`config.mk`:
```
export PLATFORM = sky130hd
export DESIGN_NAME = srt_tick_gen
export DESIGN_NICKNAME = d
export VERILOG_FILES = /design/src/rtl/srt_pkg.sv /design/src/rtl/srt_rate_reg.sv /design/src/rtl/srt_trim_ctl.sv /design/src/rtl/srt_phase_acc.sv /design/src/rtl/srt_tick_gen.sv
export SDC_FILE = /design/constraint.sdc
export NUM_CORES = 1
export LEC_CHECK = 0
export ABC_AREA = 1
export BUFFER_PORTS_ARGS = -buffer_cell sky130_fd_sc_hd__buf_2
export CAP_MARGIN = 20
export CORE_MARGIN = 1.5
export CORE_UTILIZATION = 30
export CTS_CLUSTER_DIAMETER = 80
export DETAILED_ROUTE_END_ITERATION = 16
export SYNTH_ARGS = -nofsm -noshare
export SYNTH_HDL_FRONTEND = slang
export SYNTH_SLANG_ARGS = --single-unit
```
`constraint.sdc`:
```
create_clock -name clk -period 3.5 [get_ports clk]
set_input_delay 0.175 -clock clk [delete_from_list [all_inputs] [get_ports clk]]
set_output_delay 0.175 -clock clk [all_outputs]
set_load 0.01 [all_outputs]
```
`src/rtl/srt_pkg.sv`:
```
// Shared definitions for the sample-rate strobe generator.
// Assumes a two-entry register map selected by a one-bit address.
package srt_pkg;
    typedef enum logic {
        TRIM_ADV = 1'b0,
        TRIM_RET = 1'b1
    } trim_dir_e;

    localparam logic ADDR_RATE = 1'b0;
    localparam logic ADDR_TRIM = 1'b1;
endpackage

```
`src/rtl/srt_rate_reg.sv`:
```
// Rate register: stores the strobe rate in hertz, clamped to [RATE_MIN, RATE_MAX].
// Assumes RATE_MIN <= RATE_RST <= RATE_MAX < 2**RATE_W.
// Held at RATE_RST while rst_n or pd_n is low, and writes are ignored then.
module srt_rate_reg #(
    parameter int unsigned RATE_W   = 16,
    parameter int unsigned RATE_MIN = 4000,
    parameter int unsigned RATE_MAX = 54000,
    parameter int unsigned RATE_RST = 48000
) (
    input  logic              clk,
    input  logic              rst_n,
    input  logic              pd_n,
    input  logic              wr,
    input  logic [RATE_W-1:0] wdata,
    output logic [RATE_W-1:0] rate_q
);
    localparam logic [RATE_W-1:0] LO  = RATE_W'(RATE_MIN);
    localparam logic [RATE_W-1:0] HI  = RATE_W'(RATE_MAX);
    localparam logic [RATE_W-1:0] DEF = RATE_W'(RATE_RST);

    logic [RATE_W-1:0] clamped;

    // Limit the written value to the usable range.
    always_comb begin
        if (wdata < LO)      clamped = LO;
        else if (wdata > HI) clamped = HI;
        else                 clamped = wdata;
    end

    // Hold the default during reset or power-down; otherwise accept writes.
    always_ff @(posedge clk) begin
        if (!rst_n || !pd_n) rate_q <= DEF;
        else if (wr)         rate_q <= clamped;
    end

    AST_RATE_IN_RANGE: assert property (@(posedge clk) disable iff (!rst_n)
        (rate_q >= LO) && (rate_q <= HI));
    AST_PD_HOLDS_RATE: assert property (@(posedge clk) disable iff (!rst_n)
        !pd_n |=> (rate_q == DEF));
endmodule

```
`src/rtl/srt_trim_ctl.sv`:
```
// Trim controller: holds the trim direction and pending magnitude. A free-running
// prescaler raises a tick every DIV cycles. On a tick with magnitude left, it
// requests one step and decrements once the accumulator accepts the step.
// A load in the same cycle as a tick takes priority, and that tick is dropped.
module srt_trim_ctl
    import srt_pkg::*;
#(
    parameter int unsigned MAG_W = 8,
    parameter int unsigned DIV   = 8
) (
    input  logic             clk,
    input  logic             rst_n,
    input  logic             pd_n,
    input  logic             load,
    input  trim_dir_e        load_dir,
    input  logic [MAG_W-1:0] load_mag,
    input  logic             step_ok,
    output logic             step_req,
    output trim_dir_e        dir_q,
    output logic [MAG_W-1:0] mag_q
);
    localparam int unsigned PS_W = (DIV > 1) ? $clog2(DIV) : 1;
    localparam logic [PS_W-1:0] PS_LAST = PS_W'(DIV - 1);

    logic [PS_W-1:0] ps_q;
    logic            tick;

    assign tick     = (ps_q == PS_LAST);
    assign step_req = tick && (mag_q != '0) && !load;

    // Free-running prescaler that marks every DIV-th cycle.
    always_ff @(posedge clk) begin
        if (!rst_n || !pd_n) ps_q <= '0;
        else if (tick)       ps_q <= '0;
        else                 ps_q <= ps_q + 1'b1;
    end

    // Trim register: a load replaces it, and each accepted step uses one count.
    always_ff @(posedge clk) begin
        if (!rst_n || !pd_n) begin
            dir_q <= TRIM_ADV;
            mag_q <= '0;
        end else if (load) begin
            dir_q <= load_dir;
            mag_q <= load_mag;
        end else if (step_req && step_ok) begin
            mag_q <= mag_q - 1'b1;
        end
    end

    AST_TRIM_DEC_BY_ONE: assert property (@(posedge clk) disable iff (!rst_n || !pd_n)
        ((mag_q != $past(mag_q)) && !$past(load)) |-> (mag_q == $past(mag_q) - 1'b1));
    AST_TRIM_NO_UNDERFLOW: assert property (@(posedge clk) disable iff (!rst_n || !pd_n)
        (($past(mag_q) == '0) && !$past(load)) |-> (mag_q == '0));
endmodule

```
`src/rtl/srt_phase_acc.sv`:
```
// Phase accumulator: each cycle adds the rate word modulo CLK_HZ and raises a
// one-cycle strobe on every wrap. An accepted trim step adds or subtracts STEP
// in the same cycle. A retard step that would borrow below zero is refused, so
// the trim controller retries it on a later tick.
// Assumes RATE_MAX + STEP < CLK_HZ, so that a cycle wraps at most once.
module srt_phase_acc
    import srt_pkg::*;
#(
    parameter int unsigned CLK_HZ = 24_576_000,
    parameter int unsigned RATE_W = 16,
    parameter int unsigned STEP   = 8192
) (
    input  logic              clk,
    input  logic              rst_n,
    input  logic              pd_n,
    input  logic [RATE_W-1:0] rate,
    input  logic              step_req,
    input  trim_dir_e         step_dir,
    output logic              step_ok,
    output logic              strobe
);
    localparam int unsigned ACC_W = $clog2(CLK_HZ);
    localparam int unsigned SUM_W = ACC_W + 1;
    localparam logic [SUM_W-1:0] MOD_V  = SUM_W'(CLK_HZ);
    localparam logic [SUM_W-1:0] STEP_V = SUM_W'(STEP);

    logic [ACC_W-1:0] acc_q;
    logic [SUM_W-1:0] base, trimmed, wrapped;
    logic             wrap;

    // Form the next phase: rate increment, optional trim step, then modulo.
    always_comb begin
        base    = {1'b0, acc_q} + {{(SUM_W-RATE_W){1'b0}}, rate};
        step_ok = 1'b0;
        trimmed = base;
        if (step_req) begin
            if (step_dir == TRIM_ADV) begin
                trimmed = base + STEP_V;
                step_ok = 1'b1;
            end else if (base >= STEP_V) begin
                trimmed = base - STEP_V;
                step_ok = 1'b1;
            end
        end
        wrap    = (trimmed >= MOD_V);
        wrapped = wrap ? (trimmed - MOD_V) : trimmed;
    end

    // Register the phase and the wrap strobe; both are cleared in reset or power-down.
    always_ff @(posedge clk) begin
        if (!rst_n || !pd_n) begin
            acc_q  <= '0;
            strobe <= 1'b0;
        end else begin
            acc_q  <= wrapped[ACC_W-1:0];
            strobe <= wrap;
        end
    end

    AST_ACC_BELOW_MOD: assert property (@(posedge clk) disable iff (!rst_n)
        ({1'b0, acc_q} < MOD_V));
    AST_STROBE_ONE_CYCLE: assert property (@(posedge clk) disable iff (!rst_n || !pd_n)
        strobe |=> !strobe);
    AST_STROBE_ON_WRAP: assert property (@(posedge clk) disable iff (!rst_n || !pd_n)
        strobe |-> (acc_q < $past(acc_q)));
    AST_PD_NO_STROBE: assert property (@(posedge clk) disable iff (!rst_n)
        !pd_n |=> !strobe);
endmodule

```
`src/rtl/srt_tick_gen.sv`:
```
// Top of the sample-rate strobe generator. Decodes register writes, provides
// combinational readback of the selected register, and links the rate
// register, trim controller and phase accumulator.
// Register layout: address 0 holds the rate; address 1 holds the trim
// direction in bit MAG_W and the trim magnitude in bits MAG_W-1:0.
module srt_tick_gen
    import srt_pkg::*;
#(
    parameter int unsigned CLK_HZ   = 24_576_000,
    parameter int unsigned DATA_W   = 16,
    parameter int unsigned RATE_MIN = 4000,
    parameter int unsigned RATE_MAX = 54000,
    parameter int unsigned RATE_RST = 48000,
    parameter int unsigned MAG_W    = 8,
    parameter int unsigned TRIM_DIV = 8,
    parameter int unsigned STEPS_PER_PERIOD = 3000
) (
    input  logic              clk,
    input  logic              rst_n,
    input  logic              pd_n,
    input  logic              wr_en,
    input  logic              addr,
    input  logic [DATA_W-1:0] wdata,
    output logic [DATA_W-1:0] rdata,
    output logic              strobe
);
    localparam int unsigned STEP  = CLK_HZ / STEPS_PER_PERIOD;
    localparam int unsigned PAD_W = DATA_W - MAG_W - 1;

    logic              wr_rate, wr_trim;
    logic [DATA_W-1:0] rate_q;
    logic              step_req, step_ok;
    trim_dir_e         dir_q;
    logic [MAG_W-1:0]  mag_q;

    assign wr_rate = wr_en && (addr == ADDR_RATE);
    assign wr_trim = wr_en && (addr == ADDR_TRIM);

    // Return the register that addr selects.
    always_comb begin
        if (addr == ADDR_TRIM) rdata = {{PAD_W{1'b0}}, dir_q, mag_q};
        else                   rdata = rate_q;
    end

    srt_rate_reg #(
        .RATE_W  (DATA_W),
        .RATE_MIN(RATE_MIN),
        .RATE_MAX(RATE_MAX),
        .RATE_RST(RATE_RST)
    ) u_rate (
        .clk   (clk),
        .rst_n (rst_n),
        .pd_n  (pd_n),
        .wr    (wr_rate),
        .wdata (wdata),
        .rate_q(rate_q)
    );

    srt_trim_ctl #(
        .MAG_W(MAG_W),
        .DIV  (TRIM_DIV)
    ) u_trim (
        .clk     (clk),
        .rst_n   (rst_n),
        .pd_n    (pd_n),
        .load    (wr_trim),
        .load_dir(trim_dir_e'(wdata[MAG_W])),
        .load_mag(wdata[MAG_W-1:0]),
        .step_ok (step_ok),
        .step_req(step_req),
        .dir_q   (dir_q),
        .mag_q   (mag_q)
    );

    srt_phase_acc #(
        .CLK_HZ(CLK_HZ),
        .RATE_W(DATA_W),
        .STEP  (STEP)
    ) u_acc (
        .clk     (clk),
        .rst_n   (rst_n),
        .pd_n    (pd_n),
        .rate    (rate_q),
        .step_req(step_req),
        .step_dir(dir_q),
        .step_ok (step_ok),
        .strobe  (strobe)
    );

    AST_RESET_QUIET: assert property (@(posedge clk)
        !rst_n |=> (!strobe && (mag_q == '0)));
endmodule

```
==> flow_summary.json, run 1 <==
{
  "status": "finished, violations left",
  "failed_checks": "setup timing",
  "power_leakage_nw": 3.45,
  "whs_ns": 0.139,
  "viasPerCell": 4.75,
  "io_pins": 38,
  "wl_per_cell_um": 13.4,
  "syn_area_um2": 5010,
  "ant_nets": 0,
  "hp-class": "in2reg",
  "cts_buffers": 5,
  "startpoint_type": "register",
  "cpMostUsedCell": "nand2_2",
  "dr.pass1.iters": 5,
  "synth.avg_cell_area_um2": 5.90,
  "fin_setup_tns_ns": -1.05,
  "path_class": "reg2reg",
  "slowest_stage": "dfxtp_2",
  "cts_hold_buf": 0,
  "yosys_warnings": 0,
  "antenna_found_initial": 0,
  "cts_tree": "built",
  "htree_levels": 2,
  "dp_slack_ns": -0.350,
  "fp.dieW_um": 132,
  "pwr-share-seq_pct": 34.9,
  "fp.dieArea_um2": 17500,
  "synth_ff_type": "dfxtp_1",
  "finClkSkew_ns": 0.0108,
  "mostFrequentLayoutCell": "nand2_1",
  "wl_met2_mm": 7.70,
  "place_inst": 1210,
  "drc_errors": 0,
  "place_hpwl_mm": 13.4,
  "placementRows": 47,
  "io_buffers": 37,
  "insertion_delay_ns": 0.29,
  "drt_iter0_drc": 407,
  "max_stage_delay_ns": 0.34,
  "cpLargestDelayFamily": "simple AND/OR/NAND/NOR gates",
  "combPwrFrac_pct": 34.3,
  "wl_met1_mm": 7.81,
  "ys_types": 46,
  "timing.final.crit_share_pct": 104,
  "ys_seq_area_share_pct": 21.6,
  "gp_routability_congestion": 0.936,
  "drt-total-wl_mm": 16.5,
  "worstMarginPinSlew_ns": 0.728,
  "grt_pass1_wl_mm": 26.8,
  "drive_above_1_share_pct": 29.6,
  "ys_ff_latch": 54,
  "path_buf_inv": 5,
  "start_util_pct": 30.4,
  "synth_nets": 895,
  "synth_top_area_share_pct": 21.6,
  "required_ns": 3.73,
  "clk_pin_slew_ns": 0.07,
  "power.total_mw": 1.88,
  "peakVddDrop_mv": 0.213,
  "ys_async_sr_fraction_pct": 0,
  "grt_max_degree": 35,
  "grt_pass1_vias": 5405,
  "grtUsageTotal_pct": 18.7,
  "fill_cells": 1771,
  "synth_edf_count": 0,
  "gr-total-overflow": 0,
  "crit_arrival_ns": 3.87,
  "switching_share_pct": 32.4,
  "cap_violations": 0,
  "met3_length_um": 735,
  "max_freq_ghz": 0.275,
  "setup_viol": 10,
  "netlist_instances": 850,
  "fin_ws_ns": -0.142,
  "rsz0062_at_grt": "true",
  "syn2layout_area_growth_pct": 37.4,
  "top_layer": "met4",
  "cp_max_fo": 5,
  "vias": 5831,
  "final_cells": 1227,
  "layout.nets": 1052,
  "coreArea_um2": 16500,
  "clockRootBuffer": "clkbuf_16",
  "p_int_mw": 1.27,
  "finalCoreUtilization_pct": 41.8,
  "drv_slew": 0,
  "clock-sinks": 54,
  "final_hold_viol_count": 0,
  "cp-end-kind": "register",
  "p_sw_uw": 609,
  "design_area_um2": 6890,
  "die_y_um": 132,
  "synth_top_cell_by_area": "dfxtp_1",
  "placed_area_um2": 6360,
  "antenna_cells": 0,
  "clk_path_buf_depth": 2,
  "slew_headroom_pct": 51.4,
  "period_needed_ns": 3.64,
  "synth.area.top_cells": "dfxtp_1, nand2_1, inv_1",
  "pwr_density_cell_nw_per_um2": 273,
  "layout_common_cells": "nand2_1, inv_1, buf_4",
  "clockPowerShare_pct": 30.8
}
metal layers:
layer,vias up,global-route usage (%)
met5,-,0
met4,0,3.72
met3,22,1.15
met2,175,31.9
met1,2610,26.1
li1,3024,-
path summary, 6_finish.rpt:
path                                       start                 to  slack (ns)  cells past startpoint
worst min-delay path                   wdata[15]  u_rate.rate_q[15]        0.14                      3
worst min register to register    u_trim.ps_q[0]     u_trim.ps_q[0]        0.44                      1
worst max-delay path            u_rate.rate_q[0]    u_acc.acc_q[20]       -0.14                     29
worst max register to register  u_rate.rate_q[0]    u_acc.acc_q[20]       -0.14                     29
final cells by class:
cell class	count	area, um^2	share of cell area [%]
clock inverter	1	30.0	0.436
multi-input combinational	640	3660	53.2
timing repair buffer	163	1150	16.7
tap	220	275	4.00
inverter	143	542	7.87
clock buffer	6	139	2.02
sequential	54	1090	15.8
cells by family after synthesis:
| logic type | share of synthesized area [%] |
|---|---|
| AND/OR/NAND/NOR | 46.1 |
| buffers and inverters | 12.1 |
| flip-flops | 21.6 |
| adder cells (fa/ha/maj) | 6.14 |
| XOR/XNOR | 1.55 |
| AO/OA/AOI/OAI | 12.5 |
repair_timing:
action,in CTS,in global routing
pin swaps,30,9
cloned,2,0
endpoints found under the setup margin,19,20
gates resized for setup,40,13
buffers inserted,4,4
state kept, by name (all words and copies together) (netlist names):
| signal | flops |
|---|---|
| u_trim.mag_q | 8 |
| u_trim.ps_q | 3 |
| u_trim.dir_q | 1 |
| u_acc.acc_q | 25 |
| u_rate.rate_q | 16 |
| u_acc.strobe | 1 |
cell usage after synthesis, drive strengths merged (2+ instances only):
cell type,instances
a21oi,49
a211oi,2
nand4,24
nor2,105
a31oi,5
clkbuf,9
nor3,8
o21ai,43
clkinv,2
xor2,7
dfxtp,54
inv,141
ha,23
o211ai,3
buf,6
o31ai,2
nor3b,2
nand2,274
nand3,75
nand3b,7
worst register-to-register path, delay by kind of cell, from the launching register on:
| family | cells | cell delay (ns) |
|---|---|---|
| compound gates | 2 | 0.26 |
| xor+xnor | 1 | 0.20 |
| fa+ha+maj | 3 | 0.68 |
| buf+inv | 5 | 0.59 |
| flops | 1 | 0.34 |
| simple gates | 18 | 1.53 |
power groups by stage:
| stage | sequential (mW) | combinational [mW] | clock (mW) |
|---|---|---|---|
| 5_1_grt | 0.658 | 0.706 | 0.612 |
| 2_1_floorplan | 0.658 | 0.347 | 0 |
| 6_report | 0.656 | 0.644 | 0.580 |
| 3_5_place_dp | 0.663 | 0.596 | 0 |
| 4_1_cts | 0.654 | 0.622 | 0.588 |
| 3_3_place_gp | 0.662 | 0.597 | 0 |
(Power assumes the default switching activity.)
==> run 2: changes to the inputs <==
Settings changed: CELL_PAD_IN_SITES_DETAIL_PLACEMENT set to 1, CELL_PAD_IN_SITES_GLOBAL_PLACEMENT set to 1, PLACE_DENSITY_LB_ADDON set to 0.1.
==> flow_summary.json, run 2 (synthesis gave the netlist of run 1 again) <==
{
  "grt_pass1_vias": 6532,
  "cts_hold_buf": 0,
  "path_class": "reg2reg",
  "vias": 6168,
  "cap_violations": 0,
  "fin_ws_ns": -0.201,
  "power.total_mw": 1.98,
  "fill_cells": 2198,
  "status": "finished, violations left",
  "placed_area_um2": 6470,
  "finalCoreUtilization_pct": 44.3,
  "top_register": "u_acc.acc_q",
  "gp_routability_congestion": 0.894,
  "crit_arrival_ns": 3.96,
  "r2r_end": "u_acc.acc_q[16]",
  "rsz0062_at_grt": "true",
  "startpoint_type": "register",
  "finClkSkew_ns": 0.00923,
  "power_leakage_nw": 3.64,
  "ant_nets": 0,
  "seq_area_um2": 1100,
  "timing.final.crit_share_pct": 106,
  "holdPathStages": 3,
  "syn2layout_area_growth_pct": 45.7,
  "slew_headroom_pct": 47.7,
  "switching_share_pct": 35.0,
  "start_util_pct": 30.4,
  "holdCritStartpoint": "wdata[15]",
  "wl_per_cell_um": 16.8,
  "grt_pass1_wl_mm": 33.6,
  "drv_slew": 0,
  "drive_above_1_share_pct": 35.3,
  "final_hold_viol_count": 0,
  "failed_checks": "setup timing",
  "setup_viol": 10,
  "gr-total-overflow": 0,
  "io_pins": 38,
  "grtUsageTotal_pct": 24.2,
  "multi_input_comb_area_um2": 3790,
  "p_int_mw": 1.29,
  "htree_levels": 2,
  "period_needed_ns": 3.70,
  "fp.dieW_um": 132,
  "cp_max_fo": 5,
  "pwr-share-seq_pct": 33.2,
  "fp.dieArea_um2": 17500,
  "combPwrFrac_pct": 35.6,
  "mostFrequentLayoutCell": "nand2_1",
  "required_ns": 3.76,
  "drt_iter0_drc": 215,
  "layout_common_cells": "nand2_1, buf_4, inv_1",
  "grt_max_degree": 34,
  "coreArea_um2": 16500,
  "largest_reg_flops": 25,
  "r2r_cells": 34,
  "clk_pin_slew_ns": 0.08,
  "dr.pass1.iters": 4,
  "dp_slack_ns": -0.489,
  "clk_path_buf_depth": 2,
  "cts_tree": "built",
  "placementRows": 47,
  "cpMostUsedCell": "nand2_2",
  "io_buffers": 37,
  "place_hpwl_mm": 16.8,
  "max_stage_delay_ns": 0.34,
  "cp-end-kind": "register",
  "die_y_um": 132,
  "clockRootBuffer": "clkbuf_16",
  "insertion_delay_ns": 0.32,
  "p_sw_uw": 694,
  "clock-sinks": 54,
  "slowest_stage": "dfxtp_2",
  "r2r_slack_ns": -0.20,
  "viasPerCell": 4.91,
  "antenna_cells": 0,
  "clockPowerShare_pct": 31.2,
  "design_area_um2": 7300,
  "cts_buffers": 5,
  "layout.nets": 1081,
  "drc_errors": 0,
  "worstMarginPinSlew_ns": 0.783,
  "whs_ns": 0.118,
  "hp-class": "in2reg",
  "regToRegStartpoint": "u_rate.rate_q[0]",
  "drt-total-wl_mm": 21.1,
  "pwr_density_cell_nw_per_um2": 271,
  "antenna_found_initial": 0,
  "top_regs": "u_acc.acc_q x25, u_rate.rate_q x16, u_trim.mag_q x8",
  "whs_endpoint": "u_rate.rate_q[15]",
  "max_freq_ghz": 0.270,
  "peakVddDrop_mv": 0.229
}
-- run 2: worst max path at each step --
stage	startpoint	to	slack [ns]	depth (start not counted)
floorplan	u_rate.rate_q[0]	u_acc.acc_q[16]	-0.01	33
global placement	u_rate.rate_q[12]	u_acc.acc_q[16]	-0.31	27
detailed placement	u_rate.rate_q[12]	u_acc.acc_q[16]	-0.49	33
CTS	u_rate.rate_q[0]	u_acc.acc_q[23]	-0.13	32
global route	u_rate.rate_q[12]	u_acc.acc_q[16]	-0.44	32
finish	u_rate.rate_q[0]	u_acc.acc_q[16]	-0.20	34
-- run 2: what timing repair did --
action	4_1_cts	5_1_grt
pin swaps	49	22
endpoints found under the hold margin	0	0
setup buffers	19	8
endpoints found under the setup margin	19	20
gates cloned	2	0
resized for setup	71	38
-- run 2: worst max-delay path, delay by kind of cell (launching register included) --
kind | cells | cell delay, ns
fa+ha+maj | 3 | 0.61
buf+inv | 2 | 0.11
flops | 1 | 0.34
simple gates | 29 | 2.60
-- run 2: metrics by stage --
step | setup TNS (ns) | instances
floorplan | -0.0194 | 850
global placement | -2.87 | 1225
detailed placement | -5.82 | 1225
CTS | -0.737 | 1252
global route | -4.80 | 1257
finish | -1.36 | 1257
-- run 2: area by class of cell --
cell class / instances / share of cell area [%]
Sequential cell: 54 / 15.1
Clock inverter: 3 / 0.651
Tap cell: 220 / 3.77
Clock buffer: 5 / 1.71
Multi-Input combinational cell: 639 / 51.9
Timing Repair Buffer: 193 / 19.2
Inverter: 143 / 7.59
-- run 2: power groups by stage --
stage / clock (mW) / sequential (mW) / combinational (mW)
final: 0.618 / 0.658 / 0.705
after detailed placement: 0 / 0.666 / 0.625
after global placement: 0 / 0.665 / 0.607
after floorplan: 0 / 0.658 / 0.347
after CTS: 0.632 / 0.656 / 0.674
after global routing: 0.657 / 0.660 / 0.772
-- run 2: routing by layer --
layer  wire (um)  track usage [%]  vias up
met5           0                0        -
met4         523             6.65        0
met3         819             3.38       38
met2       10200             42.0      103
met1        9520             31.4     2946
li1            -                -     3081
